File: config.mk
export PLATFORM = sky130hd
export DESIGN_NAME = itmr_host_if
export DESIGN_NICKNAME = d
export VERILOG_FILES = /design/src/rtl/itmr_pkg.sv /design/src/rtl/itmr_addr_dec.sv /design/src/rtl/itmr_chan.sv /design/src/rtl/itmr_host_if.sv
export SDC_FILE = /design/constraint.sdc
export NUM_CORES = 1
export LEC_CHECK = 0
export CAP_MARGIN = 20
export CORE_ASPECT_RATIO = 0.6
export CORE_UTILIZATION = 33
export DETAILED_ROUTE_END_ITERATION = 6
export HOLD_SLACK_MARGIN = 0.08
export SYNTH_ARGS = -nofsm -noshare
export SYNTH_HDL_FRONTEND = slang
export SYNTH_SLANG_ARGS = --single-unit
File: constraint.sdc
create_clock -name clk -period 2.6 [get_ports clk]
set_clock_uncertainty 0.2 [all_clocks]
set_input_delay 0.52 -clock clk [delete_from_list [all_inputs] [get_ports clk]]
set_output_delay 0.52 -clock clk [all_outputs]
set_load 0.1 [all_outputs]
File: src/rtl/itmr_pkg.sv
// Package: shared constants for the interval timer host front end.
// Assumes three counters of 16 bits accessed a byte at a time.
package itmr_pkg;
    localparam int NUM_CH    = 3;
    localparam int CNT_W     = 16;
    localparam int BYTE_W    = 8;
    localparam int MODE_W    = 3;
    localparam logic [7:0] IDLE_BYTE = 8'hFF;
    localparam logic [7:0] WIN_A     = 8'h40;
    localparam logic [7:0] WIN_B     = 8'h50;

    typedef enum logic [1:0] {
        ACC_LATCH = 2'b00,
        ACC_LO    = 2'b01,
        ACC_HI    = 2'b10,
        ACC_LOHI  = 2'b11
    } acc_e;

    localparam logic [1:0] TGT_RDBK = 2'b11;
    localparam logic [1:0] CTRL_IDX = 2'b11;
endpackage

File: src/rtl/itmr_addr_dec.sv
// Module: itmr_addr_dec
// Maps an 8-bit I/O address onto one of four ports. Two aligned windows of
// four addresses alias each other. Assumes both bases are 4-aligned.
module itmr_addr_dec #(
    parameter logic [7:0] BASE_A = 8'h40,
    parameter logic [7:0] BASE_B = 8'h50
) (
    input  logic [7:0] addr,
    output logic       hit,
    output logic [1:0] port_idx
);
    // Window match on the upper six bits, port index from the lower two.
    always_comb begin
        hit      = (addr[7:2] == BASE_A[7:2]) || (addr[7:2] == BASE_B[7:2]);
        port_idx = addr[1:0];
    end
endmodule

File: src/rtl/itmr_chan.sv
// Module: itmr_chan
// One counter's register slice. It holds the access configuration, the write
// and read byte pointers, the low-byte staging register, and the count and
// status snapshots. Assumes at most one of cw_wr, port_wr and port_rd is
// high in any cycle.
module itmr_chan
    import itmr_pkg::*;
#(
    parameter int CH_IDX = 0
) (
    input  logic              clk,
    input  logic              rst_n,
    input  logic              cw_wr,
    input  logic              port_wr,
    input  logic              port_rd,
    input  logic [BYTE_W-1:0] wdata,
    input  logic [CNT_W-1:0]  cnt_live,
    input  logic              core_out,
    input  logic              core_null,
    output logic [BYTE_W-1:0] rd_byte,
    output logic              cfg_stb,
    output logic [MODE_W-1:0] cfg_mode,
    output logic              cfg_bcd,
    output logic              load_stb,
    output logic [CNT_W-1:0]  load_val,
    output logic              latch_stb
);
    localparam logic [1:0] MY_TGT = 2'(CH_IDX);

    logic [1:0]        acc_q;
    logic [MODE_W-1:0] mode_q;
    logic              bcd_q;
    logic              wr_hi_q;
    logic              rd_hi_q;
    logic [BYTE_W-1:0] lo_stage_q;
    logic              cnt_held_q;
    logic [CNT_W-1:0]  cnt_snap_q;
    logic              st_held_q;
    logic [BYTE_W-1:0] st_snap_q;

    logic sel_me, rdbk_me, do_cfg, do_latch, do_stat, pick_hi;
    logic [CNT_W-1:0] cnt_src;

    // Decode which control-word actions apply to this counter.
    always_comb begin
        sel_me   = cw_wr && (wdata[7:6] == MY_TGT);
        rdbk_me  = cw_wr && (wdata[7:6] == TGT_RDBK) && wdata[1+CH_IDX];
        do_cfg   = sel_me && (wdata[5:4] != ACC_LATCH);
        do_latch = (sel_me && (wdata[5:4] == ACC_LATCH)) || (rdbk_me && !wdata[5]);
        do_stat  = rdbk_me && !wdata[4];
    end

    // Select the byte a read would return: status first, then the count.
    always_comb begin
        cnt_src = cnt_held_q ? cnt_snap_q : cnt_live;
        pick_hi = (acc_q == ACC_HI) || ((acc_q == ACC_LOHI) && rd_hi_q);
        if (st_held_q)
            rd_byte = st_snap_q;
        else if (pick_hi)
            rd_byte = cnt_src[CNT_W-1 -: BYTE_W];
        else
            rd_byte = cnt_src[BYTE_W-1:0];
    end

    // Configuration, byte sequencing and snapshot state.
    always_ff @(posedge clk) begin
        if (!rst_n) begin
            acc_q      <= ACC_LOHI;
            mode_q     <= '0;
            bcd_q      <= 1'b0;
            wr_hi_q    <= 1'b0;
            rd_hi_q    <= 1'b0;
            lo_stage_q <= '0;
            cnt_held_q <= 1'b0;
            cnt_snap_q <= '0;
            st_held_q  <= 1'b0;
            st_snap_q  <= '0;
        end else begin
            if (do_cfg) begin
                acc_q      <= wdata[5:4];
                mode_q     <= wdata[3:1];
                bcd_q      <= wdata[0];
                wr_hi_q    <= 1'b0;
                rd_hi_q    <= 1'b0;
                cnt_held_q <= 1'b0;
                st_held_q  <= 1'b0;
            end
            if (do_latch && !cnt_held_q) begin
                cnt_held_q <= 1'b1;
                cnt_snap_q <= cnt_live;
            end
            if (do_stat && !st_held_q) begin
                st_held_q <= 1'b1;
                st_snap_q <= {core_out, core_null, acc_q, mode_q, bcd_q};
            end
            if (port_wr && (acc_q == ACC_LOHI)) begin
                if (!wr_hi_q)
                    lo_stage_q <= wdata;
                wr_hi_q <= !wr_hi_q;
            end
            if (port_rd) begin
                if (st_held_q) begin
                    st_held_q <= 1'b0;
                end else begin
                    if (acc_q == ACC_LOHI)
                        rd_hi_q <= !rd_hi_q;
                    if (cnt_held_q && ((acc_q != ACC_LOHI) || rd_hi_q))
                        cnt_held_q <= 1'b0;
                end
            end
        end
    end

    // One-cycle strobes and their payloads toward the counter core.
    always_ff @(posedge clk) begin
        if (!rst_n) begin
            cfg_stb   <= 1'b0;
            load_stb  <= 1'b0;
            load_val  <= '0;
            latch_stb <= 1'b0;
        end else begin
            cfg_stb   <= do_cfg;
            latch_stb <= do_latch && !cnt_held_q;
            load_stb  <= 1'b0;
            if (port_wr) begin
                unique case (acc_q)
                    ACC_LO: begin
                        load_stb <= 1'b1;
                        load_val <= {{(CNT_W-BYTE_W){1'b0}}, wdata};
                    end
                    ACC_HI: begin
                        load_stb <= 1'b1;
                        load_val <= {wdata, {(CNT_W-BYTE_W){1'b0}}};
                    end
                    ACC_LOHI: begin
                        if (wr_hi_q) begin
                            load_stb <= 1'b1;
                            load_val <= {wdata, lo_stage_q};
                        end
                    end
                    default: ;
                endcase
            end
        end
    end

    assign cfg_mode = mode_q;
    assign cfg_bcd  = bcd_q;
endmodule

File: src/rtl/itmr_host_if.sv
// Module: itmr_host_if
// Top of the interval timer host front end. It decodes the bus, fans control
// words out to three counter slices and registers the read data. Assumes
// bus_wr and bus_rd are never high in the same cycle.
module itmr_host_if
    import itmr_pkg::*;
(
    input  logic                  clk,
    input  logic                  rst_n,
    input  logic [7:0]            bus_addr,
    input  logic                  bus_wr,
    input  logic                  bus_rd,
    input  logic [7:0]            bus_wdata,
    output logic [7:0]            bus_rdata,
    input  logic [NUM_CH*CNT_W-1:0]  ct_count,
    input  logic [NUM_CH-1:0]     ct_out,
    input  logic [NUM_CH-1:0]     ct_null,
    output logic [NUM_CH-1:0]     cfg_stb,
    output logic [NUM_CH*MODE_W-1:0] cfg_mode,
    output logic [NUM_CH-1:0]     cfg_bcd,
    output logic [NUM_CH-1:0]     load_stb,
    output logic [NUM_CH*CNT_W-1:0]  load_val,
    output logic [NUM_CH-1:0]     latch_stb
);
    logic       hit;
    logic [1:0] idx;
    logic       cw_wr;
    logic [BYTE_W-1:0] ch_byte [NUM_CH];
    logic [BYTE_W-1:0] rd_next;

    itmr_addr_dec #(.BASE_A(WIN_A), .BASE_B(WIN_B)) u_dec (
        .addr(bus_addr), .hit(hit), .port_idx(idx)
    );

    // A write that lands on the control port.
    always_comb cw_wr = bus_wr && hit && (idx == CTRL_IDX);

    for (genvar g = 0; g < NUM_CH; g++) begin : g_ch
        logic on_me;
        always_comb on_me = hit && (idx == 2'(g));
        itmr_chan #(.CH_IDX(g)) u_chan (
            .clk(clk), .rst_n(rst_n),
            .cw_wr(cw_wr),
            .port_wr(bus_wr && on_me),
            .port_rd(bus_rd && on_me),
            .wdata(bus_wdata),
            .cnt_live(ct_count[g*CNT_W +: CNT_W]),
            .core_out(ct_out[g]),
            .core_null(ct_null[g]),
            .rd_byte(ch_byte[g]),
            .cfg_stb(cfg_stb[g]),
            .cfg_mode(cfg_mode[g*MODE_W +: MODE_W]),
            .cfg_bcd(cfg_bcd[g]),
            .load_stb(load_stb[g]),
            .load_val(load_val[g*CNT_W +: CNT_W]),
            .latch_stb(latch_stb[g])
        );
    end

    // Choose the counter byte for a read, idle value elsewhere.
    always_comb begin
        rd_next = IDLE_BYTE;
        for (int i = 0; i < NUM_CH; i++)
            if (hit && (idx == 2'(i)))
                rd_next = ch_byte[i];
    end

    // Register read data on each read request.
    always_ff @(posedge clk) begin
        if (!rst_n)
            bus_rdata <= '0;
        else if (bus_rd)
            bus_rdata <= rd_next;
    end
endmodule

[Word-level counts from Yosys, hierarchy flattened]
Cells that the tools add are included.
W data, S select, Z words.
Cells by class
  $add $sub $neg: 0
  multipliers: 0
  div/mod/pow operators: 0
  order comparisons: 0
  equal/unequal tests: 23
  shifts and indexed selects: 0
  muxes and demuxes: 69
  bitwise gates (word level): 3
  reduce and logical (&&, ||, !) cells: 91
Operators with widths (number)
  $pmux W16 S3: 3
  $mux W16: 6
  $mux W8: 9
  $mux W1: 48
  $logic_and A1 B1 Y1: 45
  $eq A2 B2 Y1 const B: 10
  $logic_not A1 Y1: 14
  $eq A6 B5 Y1 const B: 2
  $reduce_and A2 Y1: 6
  $eq A2 B1 Y1 const B: 5
  $logic_or A1 B1 Y1: 10
  $reduce_and A3 Y1: 3
  $reduce_bool A3 Y1: 3
  $reduce_bool A2 Y1: 4
  $logic_not A2 Y1: 3
  $ne A2 B1 Y1 const B: 3
  $ne A2 B2 Y1 const B: 3
  $pmux W1 S2: 3
  $reduce_or A2 Y1: 3
  $not A1 Y1: 3
Word-level totals
  flip-flop bits (word level): 191
  latch bits: 0
  bits in writable memories: 0
  memory bits (read-only): 0
  input bits: 74
  output and inout port bits: 77
  word-level logic and storage cells: 229
  memories: 0

[Logic depth before layout (Yosys ltp)]
Gate-level depths: netlist (run 1).
  depth in word-level cells: 13
  mapped depth: 8
  mapped depth without buffers: 7

[By module]
Synthesis (run 1) repeated with hierarchy kept, for this count alone.
Second synthesis, totals
  cells, all modules: 1020
  area, all modules: 9155.0 um^2
Modules (own cells, without submodules)
  itmr_chan at g_ch[1].u_chan ...: times used 2, cells each 320, area an instance 2936.6 um^2, sequential area each 1221.2 um^2
  itmr_chan at g_ch[0].u_chan: times used 1, cells each 324, area an instance 2731.4 um^2, sequential area each 1221.2 um^2
  itmr_host_if: times used 1, cells each 52, area an instance 516.7 um^2, sequential area each 160.2 um^2
  itmr_addr_dec: times used 1, cells each 4, area an instance 33.8 um^2, sequential area each 0.0 um^2

[Worst setup path after synthesis (run 1)]
No wires, ideal clock.
  path kind: input -> register
  start point: in bus_addr[3]
  end point: reg g_ch[2].u_chan.load_val[6]
  setup time: 0.132 ns
  data arrival time: 2.522 ns
  required time: 2.268 ns
  slack: -0.254 ns
  stages on the path: 8
  path buffers: 3
  path through: or4b_4 -> or3_1 -> buf_4 -> or4_4 -> buf_6 -> buf_6 -> a211oi_2 -> nor3_1
Between the ends
  cells in the longest elaborated chain, start to end: 5
  elaborated cells on any way between the ends: 6
  those cells by class: eq/ne (2); reduce/logical (4)
RTL lines
  start: declaration: line itmr_host_if.sv:10  | input logic [7:0] bus_addr,
  $eq A6 B5 Y1: line itmr_addr_dec.sv:14  | hit = (addr[7:2] == BASE_A[7:2]) || (addr[7:2] == BASE_B[7:2]);
  $logic_or A1 B1 Y1 (*): line itmr_addr_dec.sv:14
  $logic_and A1 B1 Y1 (*): line itmr_host_if.sv:40  | always_comb on_me = hit && (idx == 2'(g));
  $logic_and A1 B1 Y1 (*): line itmr_host_if.sv:44  | .port_wr(bus_wr && on_me),
  $reduce_and A3 Y1 (no source line) (*)
  end signal: assignment: line itmr_chan.sv:129  | load_val <= {{(CNT_W-BYTE_W){1'b0}}, wdata};
  end signal: assignment: line itmr_chan.sv:133  | load_val <= {wdata, {(CNT_W-BYTE_W){1'b0}}};
  end signal: assignment: line itmr_chan.sv:138  | load_val <= {wdata, lo_stage_q};
  end: declaration: line itmr_chan.sv:25  | output logic [CNT_W-1:0] load_val,
Mark *: on every way between the ends. The rest lies on a longest branch, timed or not.
A chain may end at the register's enable or synchronous reset.

[Final worst setup path (run 1)]
  start point: in bus_addr[5]
  end point: reg g_ch[0].u_chan.load_val[12]
Between the ends
  cells in the longest elaborated chain, start to end: 5
  elaborated cells on any way between the ends: 6
  those cells by class: eq/ne (2); reduce/logical (4)
RTL lines (line)
  $eq A6 B5 Y1: itmr_addr_dec.sv:14
  $logic_or A1 B1 Y1 (*): itmr_addr_dec.sv:14
  $logic_and A1 B1 Y1 (*): itmr_host_if.sv:40
  $logic_and A1 B1 Y1 (*): itmr_host_if.sv:44
  $reduce_and A3 Y1 (no source line) (*)
  end signal: assignment: itmr_chan.sv:129
  end signal: assignment: itmr_chan.sv:133
  end signal: assignment: itmr_chan.sv:138
  end: declaration: itmr_chan.sv:25
Marked as above.

==> results of run 1 <==
## through the flow
stage                     hold slack, ns  worst slack [ns]  std cells  utilization  power [mW]
after detailed placement           0.248            -0.688       1386        0.419        3.48
after floorplan                    0.232            -0.238        910            -        3.22
after global routing               0.271           0.00271       1425        0.447        6.21
final                              0.252            0.0880       1425        0.447        6.00
after CTS                          0.256             0.113       1425        0.447        6.06
after global placement             0.239            -0.684       1386        0.419        3.48
## final timing paths
path	startpoint	end	slack [ns]	cells after the start
worst max-delay path	bus_addr[5]	g_ch[0].u_chan.load_val[12]$_SDFFE_PN0P_	0.09	9
worst min-delay path	g_ch[1].u_chan.lo_stage_q[4]$_SDFFE_PN0P_	g_ch[1].u_chan.lo_stage_q[4]$_SDFFE_PN0P_	0.25	2
worst max register to register	g_ch[0].u_chan.acc_q[0]$_SDFFE_PN1P_	bus_rdata[2]$_SDFFE_PN0P_	0.14	9
worst min register to register	g_ch[1].u_chan.lo_stage_q[4]$_SDFFE_PN0P_	g_ch[1].u_chan.lo_stage_q[4]$_SDFFE_PN0P_	0.25	2
## cell families (layout without fill, tap and decap cells)
family                     count (synthesis)  count (layout)  synth area share
buffers and inverters                    102             287            0.0531
and+or+nand+nor                          344             345             0.195
DFF                                      191             191             0.448
muxes                                    132             132             0.190
AOI/OAI and AO/OA                        132             132             0.100
adders and majority gates                  9               9            0.0132
## sequential cells by signal, summed over array words and instances, names as in the netlist
name and cells:
g_ch.u_chan.rd_hi_q 3, g_ch.u_chan.st_snap_q 24, g_ch.u_chan.st_held_q 3, g_ch.u_chan.cfg_bcd 3, bus_rdata 8, g_ch.u_chan.cnt_snap_q 48
g_ch.u_chan.cfg_mode 9, g_ch.u_chan.lo_stage_q 24, g_ch.u_chan.cfg_stb 3, g_ch.u_chan.wr_hi_q 3, g_ch.u_chan.load_stb 3, g_ch.u_chan.cnt_held_q 3
g_ch.u_chan.acc_q 6, g_ch.u_chan.latch_stb 3, g_ch.u_chan.load_val 48
## cell usage in the layout (no fill, tap or decap), types with 24 or more instances in the layout
cell             instances
dfxtp_1                191
buf_4                  159
nor2_1                 137
mux2i_1                108
nand2_1                 73
clkdlybuf4s50_1         67
a21oi_1                 46
nand3_1                 42
nor3b_1                 26
mux4_2                  24
## area by class of cell
cell class                 instances  area [µm²]  share of cell area
timing repair buffer             244        2160               0.191
clock inverter                     9        83.8             0.00740
sequential                       191        3820               0.337
clock buffer                      23         488              0.0431
inverter                          11        43.8             0.00386
multi-input combinational        618        4320               0.381
tap                              329         412              0.0363
## report_power, final
group          switching [mW]  internal (mW)  leakage, nW  total (mW)
logic                   0.269          0.201         3.14       0.470
registers             0.00841           2.93         1.54        2.94
clock network            1.17           1.42        0.283        2.59
## what timing repair did
action | CTS | global route
pin swaps | 5 | 0
buffers inserted | 4 | 0
setup endpoints to repair | 50 | 1
gates resized for setup | 18 | 1
hold endpoints to repair | 0 | 0
gates cloned | 3 | 0
## worst max-delay path, stage by stage
cell	delay [ns]
dlygate4sd2_1	0.24
or4b_4	0.55
or3_4	0.40
buf_8	0.16
nor4_4	0.21
buf_6	0.15
bufbuf_16	0.25
nand4_1	0.10
o21ai_0	0.10
## metal layers
metal  up-vias  share of wire  track usage
met2       174           0.39        0.267
met4         0          0.010       0.0528
met3        18          0.058       0.0478
met1      3406           0.54        0.314
met5         -              0            0
li1       3565              -            -
==> flow_summary.json, run 1 <==
{
  "status": "completed",
  "ys.flop_type": "dfxtp_1",
  "num_vias": 7163,
  "layout_min_cycle_time_ns": 2.51,
  "netlist_area_mm2": 0.00854,
  "finalSetupViolCount": 0,
  "syn-instance-count": 910,
  "cts_hold_buf": 0,
  "gp_congestion": 0.860,
  "h-tree-depth": 4,
  "max-slew-margin-rel": 0.592,
  "wl_per_cell_um": 18.1,
  "drt_iter0_markers": 529,
  "start_kind": "input pin",
  "cts_buffers": 17,
  "yosysSeqAreaShare": 0.448,
  "clockBufferDepth": 2,
  "critical_path_class": "in -> reg",
  "overflow": 0,
  "grt_usage": 0.200,
  "ys_seq_elements": 191,
  "fin_crit_sh": 0.966,
  "nFillCells": 2450,
  "cts_tree": "yes",
  "placed_area_mm2": 0.0106,
  "synthTopCellsByArea": "dfxtp_1 45%, mux2i_1 13%, mux4_2 6.3%, nor2_1 6.0%, nand2_1 3.2%",
  "die-area_mm2": 0.0265,
  "numClockSinks": 191,
  "clock.fmax_mhz": 398,
  "synth_edf_count": 0,
  "yosys-top-cells-count": "191 x dfxtp_1, 137 x nor2_1, 108 x mux2i_1",
  "synth_nets": 993,
  "p_leak_nw": 4.96,
  "tns_ns": 0,
  "drive_gt1_frac": 0.227,
  "rsz0062_at_grt": "no",
  "antenna_found_initial": 0,
  "tightestPinTransition_ns": 0.611,
  "async_reset_ff_frac": 0,
  "grt_pass1_wl_um": 40500,
  "fp.dieH_um": 127,
  "final_hold_viol_count": 0,
  "vias_per_cell": 5.03,
  "path_max_fanout": 8,
  "cp-end-kind": "register",
  "wirelength_um": 25900,
  "grt_max_degree": 65,
  "rows": 45,
  "grt_pass1_vias": 6780,
  "route.detailed.drc": 0,
  "synth.top_cell.area_share": 0.448,
  "yosys_warnings": 0,
  "arrival_ns": 2.69,
  "core_mm2": 0.0253,
  "die_x_um": 210,
  "drt_pre_antenna_iters": 5,
  "initial_utilization": 0.337,
  "root_buffer": "clkbuf_16",
  "dp_hpwl_um": 18400,
  "clkSlewWorstSetupHoldPaths_ns": 0.07,
  "avgSynthCellArea_um2": 9.38,
  "clk_latency_ns": 0.46,
  "slew_viol_final": 0,
  "fin_nets": 1166,
  "min_path_type": "reg -> reg",
  "yosys.area.top_type": "dfxtp_1",
  "power.density_mw_per_mm2": 530,
  "yosysMostFrequentCell": "dfxtp_1",
  "syn2layout_area_growth_pct": 32.8,
  "antenna_cells": 0,
  "fin_area_mm2": 0.0113,
  "yosysUniqueCellTypes": 45,
  "ir_worst_vdd_mv": 0.263,
  "io_pins": 151,
  "antenna_left": 0,
  "port_buffers": 149,
  "crit_required_ns": 2.78,
  "cap_violations": 0
}
Power figures use the tool's default switching activity.
==> run 2: changes to the inputs <==
GPL_ROUTABILITY_DRIVEN = 0   (was not set)
==> results of run 2 <==
Final layout, timing and power as in run 1 (identical DEF).
